`src/rtl/key_guard_pkg.sv`:
```
package key_guard_pkg;
    typedef enum logic [2:0] {
        ST_IDLE   = 3'd0,
        ST_ADDR   = 3'd1,
        ST_KEY    = 3'd2,
        ST_VALUE  = 3'd3,
        ST_BURST  = 3'd4,
        ST_LOCKED = 3'd5
    } guard_state_e;
endpackage

```
`src/rtl/guard_key_sel.sv`:
```
module guard_key_sel #(
    parameter int                  KEY_LEN = 3,
    parameter logic [KEY_LEN*8-1:0] KEY    = 24'h434D53,
    localparam int                 IW      = (KEY_LEN > 1) ? $clog2(KEY_LEN) : 1
) (
    input  logic [IW-1:0] key_idx,
    input  logic [7:0]    data_byte,
    output logic          key_match,
    output logic          key_last
);
    logic [7:0] key_arr [KEY_LEN];
    logic [7:0] expect_byte;

    for (genvar g = 0; g < KEY_LEN; g++) begin : g_key
        assign key_arr[g] = KEY[(KEY_LEN-1-g)*8 +: 8];
    end

    always_comb begin
        expect_byte = 8'h00;
        for (int i = 0; i < KEY_LEN; i++) begin
            if (key_idx == IW'(i)) expect_byte = key_arr[i];
        end
    end

    assign key_match = (data_byte == expect_byte);
    assign key_last  = (key_idx == IW'(KEY_LEN-1));
endmodule

```
`src/rtl/guard_fsm.sv`:
```
module guard_fsm
    import key_guard_pkg::*;
#(
    parameter int              AW        = 8,
    parameter logic [AW-1:0]   PROT_ADDR = 8'h2D,
    parameter int              KEY_LEN   = 3,
    localparam int             IW        = (KEY_LEN > 1) ? $clog2(KEY_LEN) : 1
) (
    input  logic          clk,
    input  logic          rst_n,
    input  logic          txn_start,
    input  logic          txn_stop,
    input  logic          addr_vld,
    input  logic [AW-1:0] addr_byte,
    input  logic          data_vld,
    input  logic          key_match,
    input  logic          key_last,
    output guard_state_e  state,
    output logic [IW-1:0] key_idx,
    output logic          ptr_load,
    output logic          burst_step,
    output logic          value_we
);
    guard_state_e  state_n;
    logic [IW-1:0] idx_n;
    logic          ctrl;

    assign ctrl = txn_start | txn_stop;

    always_comb begin
        state_n = state;
        idx_n   = key_idx;
        if (txn_start) begin
            state_n = ST_ADDR;
            idx_n   = '0;
        end else if (txn_stop) begin
            state_n = ST_IDLE;
            idx_n   = '0;
        end else begin
            unique case (state)
                ST_IDLE:   state_n = ST_IDLE;
                ST_ADDR: begin
                    if (addr_vld) begin
                        state_n = (addr_byte == PROT_ADDR) ? ST_KEY : ST_BURST;
                    end
                end
                ST_KEY: begin
                    if (data_vld) begin
                        if (!key_match)    state_n = ST_LOCKED;
                        else if (key_last) state_n = ST_VALUE;
                        else               idx_n   = key_idx + 1'b1;
                    end
                end
                ST_VALUE:  if (data_vld) state_n = ST_BURST;
                ST_BURST:  state_n = ST_BURST;
                ST_LOCKED: state_n = ST_LOCKED;
                default:   state_n = ST_IDLE;
            endcase
        end
    end

    always_ff @(posedge clk or negedge rst_n) begin
        if (!rst_n) begin
            state   <= ST_IDLE;
            key_idx <= '0;
        end else begin
            state   <= state_n;
            key_idx <= idx_n;
        end
    end

    always_comb begin
        ptr_load   = 1'b0;
        burst_step = 1'b0;
        value_we   = 1'b0;
        if (!ctrl) begin
            unique case (state)
                ST_ADDR:  ptr_load   = addr_vld;
                ST_BURST: burst_step = data_vld;
                ST_VALUE: value_we   = data_vld;
                default: ;
            endcase
        end
    end
endmodule

```
`src/rtl/guard_regs.sv`:
```
module guard_regs #(
    parameter int            AW        = 8,
    parameter logic [AW-1:0] PROT_ADDR = 8'h2D,
    parameter logic [7:0]    BIT_MASK  = 8'h07
) (
    input  logic          clk,
    input  logic          rst_n,
    input  logic          ptr_load,
    input  logic          burst_step,
    input  logic          value_we,
    input  logic [AW-1:0] addr_byte,
    input  logic [7:0]    data_byte,
    input  logic [AW-1:0] rd_addr,
    output logic [7:0]    rd_data,
    output logic [7:0]    prot_q,
    output logic [AW-1:0] ptr_q
);
    localparam logic [AW-1:0] AFTER_PROT = PROT_ADDR + AW'(1);

    always_ff @(posedge clk or negedge rst_n) begin
        if (!rst_n) begin
            ptr_q  <= '0;
            prot_q <= 8'h00;
        end else begin
            if (ptr_load) begin
                ptr_q <= addr_byte;
            end else if (burst_step) begin
                ptr_q <= ptr_q + AW'(1);
            end else if (value_we) begin
                ptr_q  <= AFTER_PROT;
                prot_q <= data_byte & BIT_MASK;
            end
        end
    end

    assign rd_data = (rd_addr == PROT_ADDR) ? prot_q : 8'h00;
endmodule

```
`src/rtl/key_guard_top.sv`:
```
module key_guard_top
    import key_guard_pkg::*;
#(
    parameter int                  AW        = 8,
    parameter logic [AW-1:0]       PROT_ADDR = 8'h2D,
    parameter int                  KEY_LEN   = 3,
    parameter logic [KEY_LEN*8-1:0] KEY      = 24'h434D53,
    parameter logic [7:0]          BIT_MASK  = 8'h07
) (
    input  logic          clk,
    input  logic          rst_n,
    input  logic          txn_start,
    input  logic          txn_stop,
    input  logic          addr_vld,
    input  logic [AW-1:0] addr_byte,
    input  logic          data_vld,
    input  logic [7:0]    data_byte,
    input  logic [AW-1:0] rd_addr,
    output logic [7:0]    rd_data,
    output logic [7:0]    prot_q,
    output logic [AW-1:0] ptr_q
);
    localparam int IW = (KEY_LEN > 1) ? $clog2(KEY_LEN) : 1;

    guard_state_e  st;
    logic [IW-1:0] key_idx;
    logic          key_match, key_last;
    logic          ptr_load, burst_step, value_we;

    guard_key_sel #(.KEY_LEN(KEY_LEN), .KEY(KEY)) u_key (
        .key_idx   (key_idx),
        .data_byte (data_byte),
        .key_match (key_match),
        .key_last  (key_last)
    );

    guard_fsm #(.AW(AW), .PROT_ADDR(PROT_ADDR), .KEY_LEN(KEY_LEN)) u_fsm (
        .clk        (clk),
        .rst_n      (rst_n),
        .txn_start  (txn_start),
        .txn_stop   (txn_stop),
        .addr_vld   (addr_vld),
        .addr_byte  (addr_byte),
        .data_vld   (data_vld),
        .key_match  (key_match),
        .key_last   (key_last),
        .state      (st),
        .key_idx    (key_idx),
        .ptr_load   (ptr_load),
        .burst_step (burst_step),
        .value_we   (value_we)
    );

    guard_regs #(.AW(AW), .PROT_ADDR(PROT_ADDR), .BIT_MASK(BIT_MASK)) u_regs (
        .clk        (clk),
        .rst_n      (rst_n),
        .ptr_load   (ptr_load),
        .burst_step (burst_step),
        .value_we   (value_we),
        .addr_byte  (addr_byte),
        .data_byte  (data_byte),
        .rd_addr    (rd_addr),
        .rd_data    (rd_data),
        .prot_q     (prot_q),
        .ptr_q      (ptr_q)
    );
endmodule

```
`config.mk`:
```
export PLATFORM = sky130hd
export DESIGN_NAME = key_guard_top
export DESIGN_NICKNAME = d
export VERILOG_FILES = /design/src/rtl/key_guard_pkg.sv /design/src/rtl/guard_key_sel.sv /design/src/rtl/guard_fsm.sv /design/src/rtl/guard_regs.sv /design/src/rtl/key_guard_top.sv
export SDC_FILE = /design/constraint.sdc
export NUM_CORES = 1
export LEC_CHECK = 0
export BUFFER_PORTS_ARGS = -buffer_cell sky130_fd_sc_hd__clkbuf_2
export CAP_MARGIN = 20
export CORE_UTILIZATION = 25
export DETAILED_ROUTE_END_ITERATION = 6
export PLACE_DENSITY = 0.5
export RECOVER_POWER = 100
export SYNTH_ARGS = -nofsm -noshare
export SYNTH_HDL_FRONTEND = slang
export SYNTH_SLANG_ARGS = --single-unit
```
`constraint.sdc`:
```
create_clock -name clk -period 3.3 [get_ports clk]
set_input_delay 0.495 -clock clk [delete_from_list [all_inputs] [get_ports clk]]
set_output_delay 0.495 -clock clk [all_outputs]
set_load 0.02 [all_outputs]
```
Yosys cells after proc, flatten, opt, wreduce, memory -nomap -nowiden
Cells that the tools add are included.
{"block": "word_totals", "input_bits": 30, "ff_bits": 16, "word_cells": 60, "out_inout_bits": 24}
{"block": "classes", "eq_ne": 15, "n_mux": 28, "n_addsub": 2, "bitwise": 3, "reduce_logical": 8}
{"cell": "2-to-1 mux 3 bit", "count": 9}
{"cell": "2-to-1 mux 8 bit", "count": 3}
{"cell": "2-to-1 mux 7 bit", "count": 3}
{"cell": "== test 8 x 6 -> 1 bit (second input constant)", "count": 2}
{"cell": "one-hot mux 3 bit (5 select lines)", "count": 1}
{"cell": "2-to-1 mux 2 bit", "count": 6}
{"cell": "inequality test 4 bit (second input constant)", "count": 3}
{"cell": "nonzero test 3 bit", "count": 4}
{"cell": "adder 8 x 1 -> 8 bit (second input constant)", "count": 1}
{"cell": "== test 8 x 7 -> 1 bit", "count": 1}
{"cell": "AND reduction 4 bit", "count": 2}
{"cell": "== test 3 x 2 -> 1 bit (second input constant)", "count": 2}
{"cell": "== test 3 bit (second input constant)", "count": 2}
{"cell": "2-to-1 mux 1 bit", "count": 6}
{"cell": "inequality test 5 bit (second input constant)", "count": 1}
{"cell": "== test 3 x 1 -> 1 bit (second input constant)", "count": 1}
{"cell": "inequality test 3 bit (second input constant)", "count": 1}
{"cell": "AND reduction 3 bit", "count": 1}
{"cell": "adder 2 x 1 -> 2 bit (second input constant)", "count": 1}
{"cell": "== test 2 x 1 -> 1 bit (second input constant)", "count": 1}
{"cell": "== test 2 bit (second input constant)", "count": 1}
{"cell": "zero test 2 bit", "count": 1}
{"cell": "inverter 1 bit", "count": 2}
{"cell": "OR 1 bit", "count": 1}

Logic depth before layout (Yosys ltp)
{"block": "logic_depth", "word_depth": 10, "ltp_mapped": 6, "depth_no_buf": 6}

Modules after synthesis
A second synthesis with hierarchy kept.
{"block": "unflattened", "cells_unflattened": 139, "hier_area_um2": 1265.0}
{"mod": "guard_regs", "area_per_inst_um2": 767.0, "seq_area_each_um2": 275.3, "cells_each": 81, "instances": 1}
{"mod": "guard_fsm", "area_per_inst_um2": 401.6, "seq_area_each_um2": 125.1, "cells_each": 46, "instances": 1}
{"mod": "guard_key_sel", "area_per_inst_um2": 96.3, "seq_area_each_um2": 0.0, "cells_each": 12, "instances": 1}

Worst setup path after synthesis
No wires, ideal clock.
{"block": "synth_timing", "kind": "in2reg", "startpoint": "in txn_stop", "endpoint": "reg u_regs.ptr_q[6]", "arrival_time_ps": 1660, "required_time_ps": 3231, "setup_slack_ps": 1571, "setup_time_ps": 69, "n_path_buf": 1, "stages": 5, "cell_sequence": "or3b_1 > or2_1 > buf_6 > or3_1 > nand3_1"}
{"block": "synth_between", "elab_chain_cells": 4, "word_cells_on_any_way": 7, "cone_classes": "5 x mux; 1 x bitwise; 1 x reduce/logical"}
{"item": "start: declaration", "line": "key_guard_top.sv:13", "rtl": "input logic txn_stop,"}
{"item": "OR 1 bit (*)", "line": "guard_fsm.sv:28", "rtl": "assign ctrl = txn_start | txn_stop;"}
{"item": "2-to-1 mux 1 bit", "line": "guard_fsm.sv:76", "rtl": "if (!ctrl) begin"}
{"item": "2-to-1 mux 8 bit", "line": "guard_regs.sv:27", "rtl": "end else if (burst_step) begin"}
{"item": "2-to-1 mux 8 bit", "line": "guard_regs.sv:25", "rtl": "if (ptr_load) begin"}
{"item": "end signal: assignment", "line": "guard_regs.sv:26", "rtl": "ptr_q <= addr_byte;"}
{"item": "end signal: assignment", "line": "guard_regs.sv:28", "rtl": "ptr_q <= ptr_q + AW'(1);"}
{"item": "end: declaration", "line": "guard_regs.sv:16", "rtl": "output logic [AW-1:0] ptr_q"}
Mark *: on every way between the ends. The rest lies on a longest branch, timed or not.
A chain may end at the register's enable or synchronous reset.

Worst setup path after layout
{"block": "layout_timing", "startpoint": "reg u_fsm.state[0]", "endpoint": "reg u_regs.ptr_q[4]"}
{"block": "layout_between", "elab_chain_cells": 5, "word_cells_on_any_way": 12, "cone_classes": "3 x eq/ne; 8 x mux; 1 x reduce/logical"}
{"item": "start: declaration", "line": "guard_fsm.sv:18", "rtl": "output guard_state_e state,"}
{"item": "start signal: assignment", "line": "guard_fsm.sv:67", "rtl": "state <= state_n;"}
{"item": "== test 3 bit", "line": "guard_fsm.sv:77", "rtl": "unique case (state)"}
{"item": "2-to-1 mux 1 bit", "line": "guard_fsm.sv:77"}
{"item": "2-to-1 mux 1 bit", "line": "guard_fsm.sv:76"}
{"item": "2-to-1 mux 8 bit", "line": "guard_regs.sv:27"}
{"item": "2-to-1 mux 8 bit", "line": "guard_regs.sv:25"}
Several ways; a longest one is shown, not always the timed one.

==> impl_metrics.json <==
{
  "status": "finished, final reports clean",
  "met2_usage_pct": 18.3,
  "max_slew.worst_pin.slew_ns": 0.895,
  "coreArea_um2": 4720,
  "n_antenna_cell": 0,
  "hold_viol_final": 0,
  "cts-root-buf": "clkbuf_8",
  "drv_cap": 0,
  "fillers": 524,
  "slew_headroom_pct": 40.3,
  "min_path_type": "in2async",
  "grt_max_degree": 17,
  "placementRows": 25,
  "synthSimpleGateAreaFrac_pct": 30.1,
  "via_per_inst": 4.61,
  "skew_ns": 0.00437,
  "synth-xor-area-share_pct": 1.43,
  "r2r_start": "u_fsm.state[0]",
  "drtIter0Drc": 40,
  "synthArstFlopShare_pct": 100,
  "die_w_um": 72.1,
  "globalRouteMet1Util_pct": 18.4,
  "gr-max-usage-layer": "met1",
  "regArea_um2": 400,
  "period_share_pct": 61.3,
  "clk_latency_ns": 0.25,
  "finalWirelength_um": 3090,
  "antenna_left": 0,
  "yosysUniqueCellTypes": 43,
  "dr.pass1.iters": 4,
  "design_area_um2": 1510,
  "start_kind": "flop",
  "dieArea_um2": 5190,
  "yosysWarnings": 0,
  "ir_drop_mv": 0.110,
  "setup_viol": 0,
  "synth_fa_ha_area_share_pct": 5.10,
  "antenna_found_initial": 0,
  "critical_path_arrival_ns": 2.16,
  "fp.dieH_um": 72.1,
  "endpoint_kind": "flop",
  "gr-total-overflow": 0,
  "synth_edf_count": 0,
  "cts_tree": "yes",
  "gp_congestion": 0.777,
  "area_delta_synth_final_pct": 22.9,
  "crit_path_max_fanout": 11,
  "grt_use_total_pct": 12.1,
  "h-tree-depth": 1,
  "grt_pass1_vias": 1034,
  "cts_inserted_buffers": 3,
  "cts_buffer_depth": 2,
  "synth_seq_cells": 16,
  "syn_inst": 142,
  "avgSynthCellArea_um2": 8.64,
  "synth_top_family_by_area": "simple AND/OR/NAND/NOR gates",
  "mostFrequentLayoutCell": "clkbuf_2",
  "startpoint": "u_fsm.state[0]",
  "power.density_nw_per_um2": 407,
  "fmax_mhz": 494,
  "grtUsageMet3_pct": 0.972,
  "rsz0062_at_grt": "no",
  "required_ns": 3.44,
  "num_vias": 1172,
  "synth_compound_area_share_pct": 17.6,
  "io_pins": 54,
  "ys_seq_area_share_pct": 32.6,
  "post-dp-hpwl_um": 2450,
  "initial_core_util_pct": 26.0,
  "ctsResizeCount": 0,
  "layout.nets": 223,
  "postCtsHoldBufs": 0,
  "routedWlPerCell_um": 12.2,
  "mostFrequentLayoutCells": "clkbuf_2 (31), dfrtp_1 (16), clkbuf_1 (12)",
  "path_class": "reg2reg",
  "fin_crit_ns": 2.02,
  "drc": 0,
  "multi_input_area_um2": 732,
  "drv_slew": 0,
  "drive_gt1_share_pct": 22.5,
  "syn_area_um2": 1230,
  "fin_setup_tns_ns": 0,
  "synthFlopType": "dfrtp_1",
  "grt_pass1_wl_um": 4970,
  "cts_setup_buffers": 0,
  "synth_mux_area_share_pct": 2.75,
  "placed_area_um2": 1470,
  "clk_pin_slew_ns": 0.07,
  "portBuffers": 43,
  "cts.sinks": 16,
  "p_leak_nw": 0.716
}
layer usage:
metal / routed length, µm / share of wire (%)
met5: 0 / 0
met4: 38 / 1.2
met3: 94 / 3.0
met2: 1340 / 43
met1: 1620 / 52
Yosys cell counts (all sizes together), types with 2 or more instances:
cell / n / share of area (%)
and2: 4 / 2.0
mux2: 3 / 2.8
o2111ai: 2 / 1.4
or3b: 2 / 1.4
or2: 5 / 2.5
and3b: 2 / 1.4
nand3: 8 / 3.3
buf: 11 / 7.0
ha: 5 / 5.1
a21o: 2 / 1.2
nor2: 9 / 2.8
nand2: 5 / 1.5
nor3: 3 / 1.2
nand4b: 2 / 1.4
o21ai: 8 / 3.3
a32oi: 2 / 1.4
nor4: 2 / 1.0
a221o: 2 / 1.6
dfrtp: 16 / 33
nand4: 6 / 3.1
nor3b: 2 / 1.2
o22ai: 2 / 1.0
inv: 10 / 3.1
a21oi: 5 / 2.0
and3: 7 / 4.0
nand2b: 3 / 1.5
registers in the layout (all words and copies together) (netlist names):
signal         cells
u_fsm.state        3
u_regs.prot_q      3
u_fsm.key_idx      2
u_regs.ptr_q       8
final cells by class:
type / instances / area share, %
repair buffers: 43 / 13.3
multi-input cells: 114 / 48.5
clock buffers: 4 / 3.65
inverters: 10 / 2.49
flip-flops and latches: 16 / 26.5
well taps: 67 / 5.56
worst paths after layout:
path	end	slack, ns	cells after the start
worst min register to register	u_regs.prot_q[0]	0.54	1
worst min-delay path	u_regs.ptr_q[0]	0.34	1
max in group asynchronous	u_fsm.state[2]	2.40	1
worst max-delay path	u_regs.ptr_q[4]	1.28	4
min in group clk	u_fsm.state[0]	0.47	2
worst max register to register	u_regs.ptr_q[4]	1.28	4
report_power, final:
group	switching [mW]	internal (mW)	leakage [nW]
clock network	0.0686	0.106	0.0288
logic	0.108	0.0668	0.485
registers	0.0410	0.224	0.202
cell families after synthesis:
group	count (synthesis)
adders and majority gates	5
buffers and inverters	21
xor gates and xnor gates	2
and+or+nand+nor	63
DFF	16
AOI/OAI and AO/OA	31
muxes	3
other	1
per-stage QoR:
step / cells / setup WS [ns] / total power, mW / util (%) / hold slack (ns)
global route: 254 / 1.16 / 0.653 / 31.9 / 0.426
finish: 254 / 1.28 / 0.614 / 31.9 / 0.345
global placement: 250 / 1.27 / 0.451 / 31.2 / 0.451
floorplan: 151 / 1.57 / 0.385 / - / 0.199
detailed placement: 250 / 1.25 / 0.451 / 31.2 / 0.451
CTS: 254 / 1.38 / 0.627 / 32.4 / 0.180
worst max-delay path, stage by stage, from the launching register on:
cell and delay, ns:
dfrtp_1 0.47, or3b_1 0.41, or2_0 0.40, and3_1 0.33, a211o_1 0.30
Power figures use the tool's default switching activity.
